**src/rtl/page_load_buf.sv**
```systemverilog
module page_load_buf #(
  parameter int PAGE_BYTES    = 128,
  parameter int ADDR_W        = 21,
  parameter int TIMEOUT_TICKS = 100
) (
  input  logic                    clk,
  input  logic                    rst_n,
  input  logic                    arm,
  input  logic                    arm_word,
  input  logic                    tick,
  input  logic                    ld_start,
  input  logic [ADDR_W-1:0]       ld_addr,
  input  logic                    ld_end,
  input  logic [15:0]             ld_data,
  output logic                    loading,
  output logic                    pgm_start,
  output logic [ADDR_W-$clog2(PAGE_BYTES)-1:0] pgm_page,
  output logic [8*PAGE_BYTES-1:0] pgm_data,
  output logic [PAGE_BYTES-1:0]   pgm_loaded,
  output logic                    page_err
);
  localparam int OFF_W  = $clog2(PAGE_BYTES);
  localparam int PAGE_W = ADDR_W - OFF_W;
  localparam int CNT_W  = $clog2(TIMEOUT_TICKS + 1);

  logic             word_q, have_page, pend;
  logic [OFF_W-1:0] off_q;
  logic [CNT_W-1:0] cnt;

  wire [PAGE_W-1:0] pg_in   = ld_addr[ADDR_W-1:OFF_W];
  wire              page_ok = !have_page || (pg_in == pgm_page);
  wire              hit_end = loading && ld_end && pend;
  wire              full    = &pgm_loaded;
  wire              expire  = tick && (cnt == CNT_W'(TIMEOUT_TICKS - 1)) && !hit_end;
  wire              close   = loading && !arm && (full || expire);
  wire              wr      = hit_end && !close && !arm;

  always_ff @(posedge clk) begin
    if (!rst_n) begin
      loading   <= 1'b0;
      pgm_start <= 1'b0;
      word_q    <= 1'b0;
      have_page <= 1'b0;
      pend      <= 1'b0;
      page_err  <= 1'b0;
      off_q     <= '0;
      cnt       <= '0;
      pgm_page  <= '0;
    end else begin
      pgm_start <= 1'b0;
      if (arm) begin
        loading   <= 1'b1;
        word_q    <= arm_word;
        have_page <= 1'b0;
        pend      <= 1'b0;
        page_err  <= 1'b0;
        cnt       <= '0;
      end else if (close) begin
        loading   <= 1'b0;
        pgm_start <= 1'b1;
        pend      <= 1'b0;
      end else if (loading) begin
        if (hit_end) begin
          cnt  <= '0;
          pend <= 1'b0;
        end else if (tick) begin
          cnt <= cnt + 1'b1;
        end
        if (ld_start) begin
          if (page_ok) begin
            pend      <= 1'b1;
            off_q     <= ld_addr[OFF_W-1:0];
            have_page <= 1'b1;
            pgm_page  <= pg_in;
          end else begin
            page_err  <= 1'b1;
          end
        end
      end
    end
  end

  for (genvar i = 0; i < PAGE_BYTES; i++) begin : g_byte
    localparam logic [OFF_W-1:0] IDX = OFF_W'(i);
    wire       sel = word_q ? (off_q[OFF_W-1:1] == IDX[OFF_W-1:1]) : (off_q == IDX);
    wire [7:0] val = (word_q && IDX[0]) ? ld_data[15:8] : ld_data[7:0];
    always_ff @(posedge clk) begin
      if (!rst_n || arm) begin
        pgm_data[8*i +: 8] <= 8'hFF;
        pgm_loaded[i]      <= 1'b0;
      end else if (wr && sel) begin
        pgm_data[8*i +: 8] <= val;
        pgm_loaded[i]      <= 1'b1;
      end
    end
  end

  a_r11_single_pulse: assert property (@(posedge clk) disable iff (!rst_n)
    pgm_start |=> !pgm_start);
  a_r7_start_ends_window: assert property (@(posedge clk) disable iff (!rst_n)
    pgm_start |-> (!loading && $past(loading)));
  a_r2_arm_clears: assert property (@(posedge clk) disable iff (!rst_n)
    arm |=> (pgm_loaded == '0 && (&pgm_data) && !page_err && loading));
  a_r10_frozen_when_closed: assert property (@(posedge clk) disable iff (!rst_n)
    (!loading && !arm) |=> ($stable(pgm_data) && $stable(pgm_loaded)));
  a_r5_flags_accumulate: assert property (@(posedge clk) disable iff (!rst_n)
    (loading && !arm) |=> ((pgm_loaded & $past(pgm_loaded)) == $past(pgm_loaded)));
  a_r9_err_inside_window: assert property (@(posedge clk) disable iff (!rst_n)
    $rose(page_err) |-> $past(loading));
endmodule

```
**config.mk**
```make
export PLATFORM = sky130hd
export DESIGN_NAME = page_load_buf
export DESIGN_NICKNAME = d
export VERILOG_FILES = /design/src/rtl/page_load_buf.sv
export SDC_FILE = /design/constraint.sdc
export NUM_CORES = 2
export LEC_CHECK = 0
export ABC_AREA = 1
export BUFFER_PORTS_ARGS = -buffer_cell sky130_fd_sc_hd__buf_2
export CORE_AREA = 2 2 475 477
export DETAILED_ROUTE_END_ITERATION = 7
export DIE_AREA = 0 0 477 479
export GPL_ROUTABILITY_DRIVEN = 0
export SYNTH_ARGS = -nofsm -noshare
export SYNTH_HDL_FRONTEND = slang
export SYNTH_SLANG_ARGS = --single-unit
```
**constraint.sdc**
```tcl
create_clock -name clk -period 1.9 [get_ports clk]
set_input_delay 0 -clock clk [delete_from_list [all_inputs] [get_ports clk]]
set_output_delay 0 -clock clk [all_outputs]
set_load 0.01 [all_outputs]
```
==> impl_metrics.ini <==
[outcome]
outcome = finished, violations left
violations = negative setup slack

[placed_design]
dpl.hpwl_um = 203000
portBuffers = 1212
dp.cells = 10400

[critical_path]
path_class = register to register
critPathCapture = pgm_data[698]
ff2ff_setup_slack_ns = -0.69
startpoint_type = register
crit_required_ns = 2.63
crit_arrival_ns = 3.31
reg2reg_depth = 15
reg2reg_to = pgm_data[698]
r2r-start = pgm_loaded[62]
worstSetupStartpoint = pgm_loaded[62]
end_kind = register
worstPathMaxFanout = 9

[cts]
root_buffer = clkbuf_16
htree_levels = 4
cts_tree = yes
clock_sinks = 1186
clk_path_buf_depth = 3
clk_latency_ns = 0.80
cts_buffers = 137
clk_pin_slew_ns = 0.06

[detailed_routing]
antenna_left = 0
wl_per_cell_um = 27.3
first_pass_iters = 6
drc_errors = 0
wirelength_um = 297000
vias = 57000
vias_per_cell = 5.24
drt_iter0_markers = 6824

[timing]
worst_slew_pin_slew_ns = 0.784
period_minus_slack_ns = 2.59
grt_setup_unrepaired = yes
hold_viol = 0
finClkSkew_ns = 0.0328
maxSlewViolCount = 0
tns_ns = -679.53
max_slew_margin_pct = 47.7
fin_ws_ns = -0.685
fmax_ghz = 0.387
setup_viol = 1185
fin_crit_sh_pct = 136
hold_ws_ns = 0.0139

[logic_synthesis]
syn_inst = 6118
synth_common_cells = nand2_1, dfxtp_1, nand3_1
synth_edf_count = 0
synth-main-ff-cell = dfxtp_1
yosysSeqAreaShare_pct = 48.0
synth_top_area_share_pct = 48.0
yosys.area.top_type = dfxtp_1
ys_types = 36
yosysWarnings = 0
synthesis.nets = 6163
netlist_top_cells_area = dfxtp_1, nand4_1, nand3_1
syn_area_per_cell_um2 = 8.08
synth_most_common_cell = nand2_1
synth_area_mm2 = 0.0494
synth_seq_cells = 1186
async_reset_ff_share_pct = 0

[min_path]
hold_path_class = input pin to register
hold_path_startpoint = arm
min_path_cells = 5

[floorplanning]
die_h_um = 479
die_w_um = 477
dieArea_mm2 = 0.228
start_util_pct = 22.1
placementRows = 174
core_area_mm2 = 0.224
ios = 1213

[layout]
nFillCells = 23300
drive_above_1_share_pct = 33.3
final_cell_count_no_fill = 10900
nets = 7811
area_growth_pct = 45.6
final_util_pct = 32.2

[grt]
grt-ovfl-total = 0
track_usage_pct = 23.3
grt_first_pass_wirelength_um = 388000
antenna_found_initial = 16
grt_max_degree = 122
first_global_vias = 51600

[power_and_ir_drop]
ir_drop_mv = 0.721
cellPowerDensity_mw_per_mm2 = 821
total_power_w = 0.0591
p_leak_nw = 31.5

[job]
maxCapViolations = 0
[cell type report]
type | count | area [um2] | area share [%]
Multi-Input combinational cell | 4087 | 23100 | 32.1
Inverter | 339 | 1310 | 1.81
Clock buffer | 184 | 3880 | 5.39
Tap cell | 2992 | 3740 | 5.20
Clock inverter | 63 | 817 | 1.14
Timing Repair Buffer | 2015 | 15300 | 21.3
Sequential cell | 1186 | 23800 | 33.0
Antenna cell | 11 | 27.5 | 0.0382
[power by group]
part	switching (W)	internal [W]
registers	0.0000360	0.0249
logic	0.00448	0.00175
clock network	0.0119	0.0160
[worst min-delay path by stage]
stage	endpoint	slack [ns]
after floorplan	off_q[6]	0.12
after global placement	pgm_page[12]	0.34
after detailed placement	off_q[3]	0.34
after CTS	pgm_loaded[62]	0.003
after global routing	pgm_loaded[61]	0.006
final	pgm_loaded[61]	0.01
[what timing repair did]
action / in CTS / in global routing
hold endpoints to repair: 793 / 0
cloned: 22 / 77
endpoints found under the setup margin: 1185 / 1185
setup buffers: 16 / 26
pin swaps: 15 / 52
hold buffers: 48 / 0
resized for setup: 106 / 130
[layout by cell type (no fill, tap or decap), drive strengths merged, types with 4 or more instances in the layout]
master | synthesis | layout
bufinv | 0 | 11
diode | 0 | 11
inv | 330 | 338
clkinvlp | 0 | 12
nand2 | 1370 | 1370
o21ai | 182 | 182
xor2 | 6 | 6
nand3 | 1051 | 1051
a21oi | 150 | 150
nor2 | 109 | 109
nand4 | 1158 | 1201
clkinv | 9 | 41
o21a | 4 | 4
dlygate4sd3 | 0 | 48
clkbuf | 343 | 216
dfxtp | 1186 | 1186
xnor2 | 4 | 4
buf | 206 | 1934
[state kept, by name, indices dropped and copies added (netlist names)]
register,cells
pgm_start,1
cnt,7
loading,1
pgm_loaded,128
pgm_page,14
pend,1
have_page,1
page_err,1
pgm_data,1024
word_q,1
off_q,7
[routing by layer]
metal	wire, um	up-vias	track usage, %
li1	-	25100	-
met1	117000	27200	29.0
met2	133000	3863	37.3
met3	29400	830	5.65
met4	17800	6	12.3
met5	35	-	0
[cell families after synthesis]
group,share of synthesized area [%]
and+or+nand+nor,40.5
DFF,48.0
buffers and inverters,7.68
AOI/OAI and AO/OA,3.58
xor gates and xnor gates,0.177
adders and majority gates,0.0253
[metrics by stage]
stage | area [um2] | setup slack [ns]
2_1_floorplan | 49400 | 0.0725
3_3_place_gp | 63500 | -2.12
3_5_place_dp | 63500 | -2.06
4_1_cts | 69800 | -0.784
5_1_grt | 72000 | -0.860
6_report | 72000 | -0.685
[worst max-delay path: stages (launching register included)]
cell,delay [ns]
dfxtp_4,0.39
nand2_4,0.05
nor2_4,0.23
nand2_2,0.10
nor2_4,0.14
nand2_4,0.12
nor2_4,0.22
nand2_2,0.10
nand2_4,0.09
buf_12,0.11
nand2_8,0.10
buf_16,0.20
buf_4,0.18
nand4_4,0.20
nand2_1,0.11
nand3_1,0.13
Power figures use the tool's default switching activity.
